`src/rtl/branch_res_pkg.sv`:
```
package branch_res_pkg;

  localparam int OPC_W   = 8;
  localparam int SEL_W   = 2;
  localparam int NFLAGS  = 1 << SEL_W;
  localparam int CYC_W   = 3;

  // Low five opcode bits that mark a relative branch
  localparam logic [4:0] BR_PATTERN = 5'b10000;

  typedef enum logic [SEL_W-1:0] {
    SEL_NEG   = 2'd0,
    SEL_OVF   = 2'd1,
    SEL_CARRY = 2'd2,
    SEL_ZERO  = 2'd3
  } flag_sel_e;

  typedef struct packed {
    logic      is_branch;
    flag_sel_e sel;
    logic      want_set;
  } br_decode_t;

  localparam logic [CYC_W-1:0] COST_BASE = CYC_W'(2);

endpackage

```
`src/rtl/bru_decode.sv`:
```
module bru_decode
  import branch_res_pkg::*;
(
  input  logic [OPC_W-1:0] opcode_i,
  output br_decode_t       dec_o
);

  always_comb begin
    dec_o.is_branch = (opcode_i[4:0] == BR_PATTERN);
    dec_o.sel       = flag_sel_e'(opcode_i[7:6]);
    dec_o.want_set  = opcode_i[5];
  end

endmodule

```
`src/rtl/bru_target.sv`:
```
module bru_target #(
  parameter int PC_W      = 16,
  parameter int DISP_W    = 8,
  parameter int PAGE_BITS = 8
) (
  input  logic [PC_W-1:0]   base_i,
  input  logic [DISP_W-1:0] disp_i,
  output logic [PC_W-1:0]   target_o,
  output logic              cross_o
);

  localparam int EXT_W = PC_W - DISP_W;

  function automatic logic [PC_W-1:0] rel_add(input logic [PC_W-1:0] base,
                                              input logic [DISP_W-1:0] d);
    logic [PC_W-1:0] ext;
    ext = {{EXT_W{d[DISP_W-1]}}, d};
    return base + ext;
  endfunction

  function automatic logic page_differs(input logic [PC_W-1:0] a,
                                        input logic [PC_W-1:0] b);
    return a[PC_W-1:PAGE_BITS] != b[PC_W-1:PAGE_BITS];
  endfunction

  always_comb begin
    target_o = rel_add(base_i, disp_i);
    cross_o  = page_differs(target_o, base_i);
  end

endmodule

```
`src/rtl/bru_cost.sv`:
```
module bru_cost
  import branch_res_pkg::*;
(
  input  logic             valid_i,
  input  logic             taken_i,
  input  logic             cross_i,
  output logic [CYC_W-1:0] cycles_o
);

  function automatic logic [CYC_W-1:0] cost(input logic v, input logic t,
                                            input logic x);
    logic [CYC_W-1:0] c;
    c = '0;
    if (v) begin
      c = COST_BASE;
      if (t) c = c + CYC_W'(1);
      if (t && x) c = c + CYC_W'(1);
    end
    return c;
  endfunction

  always_comb cycles_o = cost(valid_i, taken_i, cross_i);

endmodule

```
`src/rtl/branch_resolver.sv`:
```
module branch_resolver
  import branch_res_pkg::*;
#(
  parameter int PC_W      = 16,
  parameter int DISP_W    = 8,
  parameter int PAGE_BITS = 8,
  parameter bit REG_OUT   = 1'b1
) (
  input  logic              clk,
  input  logic              rst_n,
  input  logic [OPC_W-1:0]  opcode_i,
  input  logic [DISP_W-1:0] disp_i,
  input  logic [PC_W-1:0]   pc_next_i,
  input  logic [NFLAGS-1:0] flags_i,
  output logic              valid_o,
  output logic              taken_o,
  output logic [PC_W-1:0]   pc_o,
  output logic [CYC_W-1:0]  cycles_o
);

  br_decode_t        dec_w;
  logic              flag_hit_w;
  logic              cond_met_w;
  logic [PC_W-1:0]   target_w;
  logic              cross_w;
  logic              valid_c;
  logic              taken_c;
  logic [PC_W-1:0]   pc_c;
  logic [CYC_W-1:0]  cycles_c;

  bru_decode u_decode (
    .opcode_i (opcode_i),
    .dec_o    (dec_w)
  );

  bru_target #(
    .PC_W      (PC_W),
    .DISP_W    (DISP_W),
    .PAGE_BITS (PAGE_BITS)
  ) u_target (
    .base_i   (pc_next_i),
    .disp_i   (disp_i),
    .target_o (target_w),
    .cross_o  (cross_w)
  );

  always_comb begin
    flag_hit_w = flags_i[dec_w.sel];
    cond_met_w = (flag_hit_w == dec_w.want_set);
    valid_c    = dec_w.is_branch;
    taken_c    = dec_w.is_branch && cond_met_w;
    pc_c       = taken_c ? target_w : pc_next_i;
  end

  bru_cost u_cost (
    .valid_i  (valid_c),
    .taken_i  (taken_c),
    .cross_i  (cross_w),
    .cycles_o (cycles_c)
  );

  generate
    if (REG_OUT) begin : g_reg
      always_ff @(posedge clk) begin
        if (!rst_n) begin
          valid_o  <= 1'b0;
          taken_o  <= 1'b0;
          pc_o     <= '0;
          cycles_o <= '0;
        end else begin
          valid_o  <= valid_c;
          taken_o  <= taken_c;
          pc_o     <= pc_c;
          cycles_o <= cycles_c;
        end
      end

      a_r8_stage_delay: assert property (@(posedge clk) disable iff (!rst_n)
        rst_n |=> (valid_o == $past(valid_c) && taken_o == $past(taken_c) &&
                   pc_o == $past(pc_c) && cycles_o == $past(cycles_c)));
    end else begin : g_comb
      always_comb begin
        valid_o  = valid_c;
        taken_o  = taken_c;
        pc_o     = pc_c;
        cycles_o = cycles_c;
      end
    end
  endgenerate

  a_r3_sense_match: assert property (@(posedge clk) disable iff (!rst_n)
    taken_c |-> (flags_i[opcode_i[7:6]] == opcode_i[5] && opcode_i[4:0] == 5'b10000));

  a_r5_fallthrough: assert property (@(posedge clk) disable iff (!rst_n)
    (valid_c && !taken_c) |-> (pc_c == pc_next_i && cycles_c == CYC_W'(2)));

  a_r6_long_cost: assert property (@(posedge clk) disable iff (!rst_n)
    (cycles_c == CYC_W'(4)) |-> (taken_c && cross_w));

  a_r7_idle_quiet: assert property (@(posedge clk) disable iff (!rst_n)
    !valid_c |-> (!taken_c && cycles_c == '0 && pc_c == pc_next_i));

endmodule

```
`config.mk`:
```
export PLATFORM = sky130hd
export DESIGN_NAME = branch_resolver
export DESIGN_NICKNAME = d
export VERILOG_FILES = /design/src/rtl/branch_res_pkg.sv /design/src/rtl/bru_decode.sv /design/src/rtl/bru_target.sv /design/src/rtl/bru_cost.sv /design/src/rtl/branch_resolver.sv
export SDC_FILE = /design/constraint.sdc
export NUM_CORES = 1
export LEC_CHECK = 0
export ABC_AREA = 1
export CELL_PAD_IN_SITES_DETAIL_PLACEMENT = 2
export CELL_PAD_IN_SITES_GLOBAL_PLACEMENT = 2
export CORE_MARGIN = 8
export CORE_UTILIZATION = 23
export CTS_BUF_LIST = sky130_fd_sc_hd__clkbuf_4 sky130_fd_sc_hd__clkbuf_8 sky130_fd_sc_hd__clkbuf_16
export CTS_CLUSTER_DIAMETER = 150
export DETAILED_ROUTE_END_ITERATION = 8
export MAX_ROUTING_LAYER = met4
export PLACE_DENSITY = 0.9
export SYNTH_ARGS = -nofsm -noshare
export SYNTH_HDL_FRONTEND = slang
export SYNTH_SLANG_ARGS = --single-unit
```
`constraint.sdc`:
```
create_clock -name clk -period 2.2 [get_ports clk]
set_input_delay 0.44 -clock clk [delete_from_list [all_inputs] [get_ports clk]]
set_output_delay 0.44 -clock clk [all_outputs]
set_load 0.01 [all_outputs]
```
==> results.sh, run 1 <==
export IMPL_outcome="finished with violations"
export IMPL_violations="setup timing"
export IMPL_pin_count=59
export IMPL_synthFlopType="dfxtp_1"
export IMPL_numCtsBuffers=3
export IMPL_cp_required_ns=2.44
export IMPL_fin_crit_ns=2.27
export IMPL_fin_tns_setup_ns=-0.0893
export IMPL_dr_pass1_iters=4
export IMPL_cts_sinks=21
export IMPL_final_max_slew_viol_count=0
export IMPL_final_common_cell="buf_4"
export IMPL_dpl_instance_area_um2=2930
export IMPL_post_synth_cell_area_avg_um2=6.00
export IMPL_wl_per_cell_um=24.5
export IMPL_dp_hpwl_um=7220
export IMPL_viasPerCell=5.04
export IMPL_p_leak_nw=1.76
export IMPL_worstPathArrival_ns=2.50
export IMPL_ys_async_sr_fraction_pct=0
export IMPL_power_frac_comb_pct=57.1
export IMPL_tightest_slew_ns=0.444
export IMPL_worst_setup_path_end_kind="flip-flop"
export IMPL_core_um2=8090
export IMPL_routed_via_count=2721
export IMPL_initial_core_util_pct=23.3
export IMPL_hold_path_class="in2reg"
export IMPL_io_buffers=58
export IMPL_grt_max_degree=17
export IMPL_gr_total_overflow=0
export IMPL_synth_cells=314
export IMPL_grt_pass1_wl_um=17700
export IMPL_clockBufferDepth=2
export IMPL_cp_max_fo=5
export IMPL_synthTopCellsByArea="dfxtp_1 (22%), nand2_1 (20%), inv_1 (11%)"
export IMPL_yosys_area_top_type_share_pct=22.3
export IMPL_htree_levels=1
export IMPL_diodes=0
export IMPL_ir_drop_mv=0.177
export IMPL_switching_share_pct=43.4
export IMPL_clk_pin_slew_ns=0.10
export IMPL_syn_nets=368
export IMPL_route_detailed_drc=0
export IMPL_grt_usage_pct=20.5
export IMPL_synth_edf_count=0
export IMPL_synth_warnings=0
export IMPL_setup_violations=2
export IMPL_die_h_um=106
export IMPL_worst_slack_ns=-0.0682
export IMPL_cts_root_buf="clkbuf_8"
export IMPL_place_congestion=0.830
export IMPL_synth_cell_types=26
export IMPL_drt_wl_total_um=13200
export IMPL_p_switching_w=0.000720
export IMPL_worstSetupStartpointType="input port"
export IMPL_layout_common_cells="buf_4 (60), nand2_1 (55), inv_1 (48)"
export IMPL_ys_ff_latch=21
export IMPL_antenna_found_initial=0
export IMPL_rows=33
export IMPL_path_class="in2reg"
export IMPL_drt_iter0_markers=82
export IMPL_ant_nets=0
export IMPL_layout_drive_gt1_share_pct=43.2
export IMPL_relSlewSlack_pct=70.1
export IMPL_dieArea_um2=11300
export IMPL_syn_to_final_growth_pct=90.6
export IMPL_p_int_w=0.000938
export IMPL_p_clk_share_pct=18.5
export IMPL_final_area_um2=3590
export IMPL_finalCritPeriodShare_pct=103
export IMPL_cts_tree="built"
export IMPL_synth_top_area_cell="dfxtp_1"
export IMPL_die_w_um=106
export IMPL_seq_power_share_pct=24.3
export IMPL_fmax_mhz=441
export IMPL_holdWs_ns=0.462
export IMPL_nNetsFinal=490
export IMPL_hold_viol=0
export IMPL_grt_pass1_vias=3167
export IMPL_rsz0062_at_grt="true"
export IMPL_p_per_area_nw_per_um2=462
export IMPL_maxCapViolCount=0
export IMPL_syn_area_um2=1880
export IMPL_ys_seq_area_share_pct=22.3
[final timing paths]
kind	to	from	cells past startpoint	slack [ns]
max	cycles_o[1]	disp_i[7]	16	-0.07
min	pc_o[0]	pc_next_i[0]	3	0.46
[logic make-up after synthesis]
| kind of cell | count (synthesis) | share of synthesized area, % |
|---|---|---|
| and+or+nand+nor | 178 | 41.6 |
| xor gates and xnor gates | 8 | 3.72 |
| buffers and inverters | 58 | 11.7 |
| DFF | 21 | 22.3 |
| adders and majority gates | 16 | 11.0 |
| AOI/OAI and AO/OA | 33 | 9.63 |
[power by group through the flow]
stage,clock (W),sequential [W],combinational [W]
after floorplan,0,0.000420,0.000296
after detailed placement,0,0.000411,0.000640
after global routing,0.000323,0.000405,0.00100
after CTS,0.000298,0.000403,0.000760
final,0.000307,0.000403,0.000947
after global placement,0,0.000411,0.000592
[flip-flops by register name, indices dropped and copies added (netlist names)]
| signal | flops |
|---|---|
| cycles_o | 3 |
| pc_o | 16 |
| taken_o | 1 |
| valid_o | 1 |
[metal layers]
metal	part of all wire, %	global-route usage, %	vias to the layer above
met4	4.5	9.75	0
met1	39	21.1	1347
met5	0	-	-
met2	53	37.8	96
li1	-	-	1234
met3	3.5	2.48	44
[final cells by class]
cell class / count / area [um2]
flip-flops and latches: 21 / 420
multi-input cells: 235 / 1780
fillers: 944 / 4500
clock inverters: 1 / 5.00
clock buffers: 3 / 41.3
repair buffers: 120 / 1000
well taps: 105 / 131
inverters: 55 / 206
[stage by stage]
stage / utilization, % / total power [W] / setup WS [ns] / std cells
floorplan: - / 0.000716 / 0.139 / 314
global placement: 36.3 / 0.00100 / -0.506 / 521
detailed placement: 36.3 / 0.00105 / -0.668 / 521
CTS: 41.6 / 0.00146 / 0.00721 / 534
global route: 44.4 / 0.00173 / -0.143 / 540
finish: 44.4 / 0.00166 / -0.0682 / 540
[Yosys cell counts (3+ instances only)]
cell	count
nand2_2	9
nand3b_1	3
nor2_1	17
a21oi_1	16
dfxtp_1	21
ha_1	15
o211ai_1	5
nor2_2	3
o21ai_0	9
xnor2_1	6
a31oi_1	3
inv_1	54
nand2_1	99
nand3_1	37
[timing repair]
action                                 CTS  global route
cloned                                   1             0
hold buffers                             0             0
resized for setup                       95            70
setup endpoints to repair                9            13
pin swaps                               31            29
endpoints found under the hold margin    0             0
setup buffers                            8             6
[worst max-delay path, stage by stage]
cell	delay, ns
clkbuf_2	0.12
buf_6	0.16
ha_4	0.29
nand2_1	0.12
nand2_2	0.09
inv_1	0.09
nand2_2	0.10
a21oi_4	0.22
nand3_1	0.14
nand3_1	0.15
nand2_2	0.08
nor2_2	0.12
nand2_2	0.09
nor2_4	0.13
nor2_2	0.06
nor2_2	0.08
Power figures use the tool's default switching activity.
==> run 2, diff against run 1 <==
--- a/config.mk
+++ b/config.mk
@@ -18,3 +18,4 @@
 export SYNTH_ARGS = -nofsm -noshare
 export SYNTH_HDL_FRONTEND = slang
 export SYNTH_SLANG_ARGS = --single-unit
+export TNS_END_PERCENT = 1
==> run 2 against run 1 <==
Compared with the run above: the flow still finishes with violations (setup timing); worst setup slack got worse by 0.00098 ns; cell count unchanged; worst hold slack gained 0.032 ns; first-iteration DRC count is the same; die area is the same; non-clock buffer count is the same; critical path type unchanged; largest power group unchanged; highest routed layer unchanged.
==> results.sh, run 2 (synthesized netlist as in run 1, its figures left out) <==
export IMPL_outcome="finished with violations"
export IMPL_violations="setup timing"
export IMPL_grt_pass1_vias=3167
export IMPL_final_area_um2=3580
export IMPL_initial_core_util_pct=23.3
export IMPL_crit_family="simple AND/OR/NAND/NOR gates"
export IMPL_dpl_worst_slack_ns=-0.668
export IMPL_final_max_slew_viol_count=0
export IMPL_routed_via_count=2758
export IMPL_drt_iter0_markers=82
export IMPL_nNetsFinal=490
export IMPL_p_leak_nw=1.76
export IMPL_grt_usage_pct=20.5
export IMPL_cp_required_ns=2.43
export IMPL_worstSetupStartpointType="input port"
export IMPL_setup_violations=8
export IMPL_wirelength_met1_um=5200
export IMPL_rows=33
export IMPL_clockBufferDepth=2
export IMPL_ant_nets=0
export IMPL_pin_count=59
export IMPL_fin_crit_ns=2.27
export IMPL_hold_path_class="in2reg"
export IMPL_path_class="in2reg"
export IMPL_layout_common_cells="buf_4 (60), nand2_1 (55), inv_1 (48)"
export IMPL_route_detailed_drc=0
export IMPL_layout_drive_gt1_share_pct=43.0
export IMPL_top_register="pc_o"
export IMPL_dieArea_um2=11300
export IMPL_crit_buf_inv=3
export IMPL_slowest_delay_ns=0.32
export IMPL_reg_top3="pc_o x16, cycles_o x3"
export IMPL_die_w_um=106
export IMPL_grt_max_degree=17
export IMPL_dpl_instance_area_um2=2930
export IMPL_drt_wl_total_um=13300
export IMPL_numCtsBuffers=3
export IMPL_maxCapViolCount=0
export IMPL_dpl_cell_count=521
export IMPL_largest_reg_flops=16
export IMPL_wl_per_cell_um=24.7
export IMPL_core_um2=8090
export IMPL_dp_hpwl_um=7220
export IMPL_wl_met3_um=486
export IMPL_rsz0062_at_grt="true"
export IMPL_cts_sinks=21
export IMPL_worstPathArrival_ns=2.50
export IMPL_finalCritPeriodShare_pct=103
export IMPL_fmax_mhz=441
export IMPL_top_layer="met4"
export IMPL_fin_cells=540
export IMPL_cts_root_buf="clkbuf_8"
export IMPL_tightest_slew_ns=0.436
export IMPL_ir_drop_mv=0.179
export IMPL_die_h_um=106
export IMPL_hold_path_end="pc_o[8]"
export IMPL_worst_path_stages=17
export IMPL_path_cells="dlygate4sd2_1 > ha_1 > buf_4 > inv_1 > nand2_1 > nand3_2 > nand2_4 > nand2_4 > nand2_2 > nand2_2 > nand3_1 > nand2_1 > nor2_2 > nand2_2 > nor2_4 > nor2_2 > nor2_2"
export IMPL_gr_total_overflow=0
export IMPL_p_total_w=0.00166
export IMPL_worst_slack_ns=-0.0692
export IMPL_viasPerCell=5.11
export IMPL_place_congestion=0.830
export IMPL_clk_pin_slew_ns=0.10
export IMPL_cts_tree="built"
export IMPL_cp_slowest_cell="ha_1"
export IMPL_hp_start="pc_next_i[8]"
export IMPL_holdBufCountCts=0
export IMPL_htree_levels=1
export IMPL_grt_pass1_wl_um=17700
export IMPL_syn_to_final_growth_pct=90.4
export IMPL_worst_setup_path_end_kind="flip-flop"
export IMPL_hold_path_depth=3
export IMPL_cp_startpoint="pc_next_i[3]"
export IMPL_cp_max_fo=4
export IMPL_io_buffers=58
export IMPL_wl_met2_um=7000
export IMPL_dr_pass1_iters=4
export IMPL_hold_viol=0
export IMPL_p_per_area_nw_per_um2=462
export IMPL_diodes=0
export IMPL_relSlewSlack_pct=70.7
export IMPL_antenna_found_initial=0
export IMPL_final_common_cell="buf_4"
export IMPL_finish_utilization_pct=44.3
-- run 2: where the power goes --
part / switching (W) / internal, W
clock network: 0.000177 / 0.000128
logic: 0.000537 / 0.000412
registers: 0.00000570 / 0.000398
-- run 2: how the worst max path moves through the flow --
stage	endpoint	slack (ns)
after floorplan	cycles_o[1]	0.14
after global placement	cycles_o[0]	-0.51
after detailed placement	cycles_o[1]	-0.67
after CTS	cycles_o[1]	0.007
after global routing	cycles_o[1]	-0.16
final	cycles_o[1]	-0.07
-- run 2: layout make-up --
type | instances | area (um2)
fillers | 942 | 4510
clock buffers | 3 | 41.3
repair buffers | 120 | 1000
flip-flops and latches | 21 | 420
inverters | 55 | 206
well taps | 105 | 131
clock inverters | 1 | 5.00
multi-input cells | 235 | 1780
-- run 2: per-layer routing --
layer	up-vias	global-route usage, %
met5	-	-
met4	0	9.75
met3	48	2.48
met2	101	37.8
met1	1374	21.1
li1	1235	-
-- run 2: what timing repair did --
item	CTS	global route
cloned	1	0
endpoints found under the setup margin	9	13
setup buffers	8	6
pin swaps	31	29
resized for setup	95	69
-- run 2: stage by stage --
step / hold WS [ns] / TNS [ns]
after global routing: 0.508 / -1.54
after detailed placement: 1.09 / -5.00
after global placement: 1.05 / -3.58
after CTS: 0.588 / 0
final: 0.494 / -0.196
after floorplan: 0.578 / 0
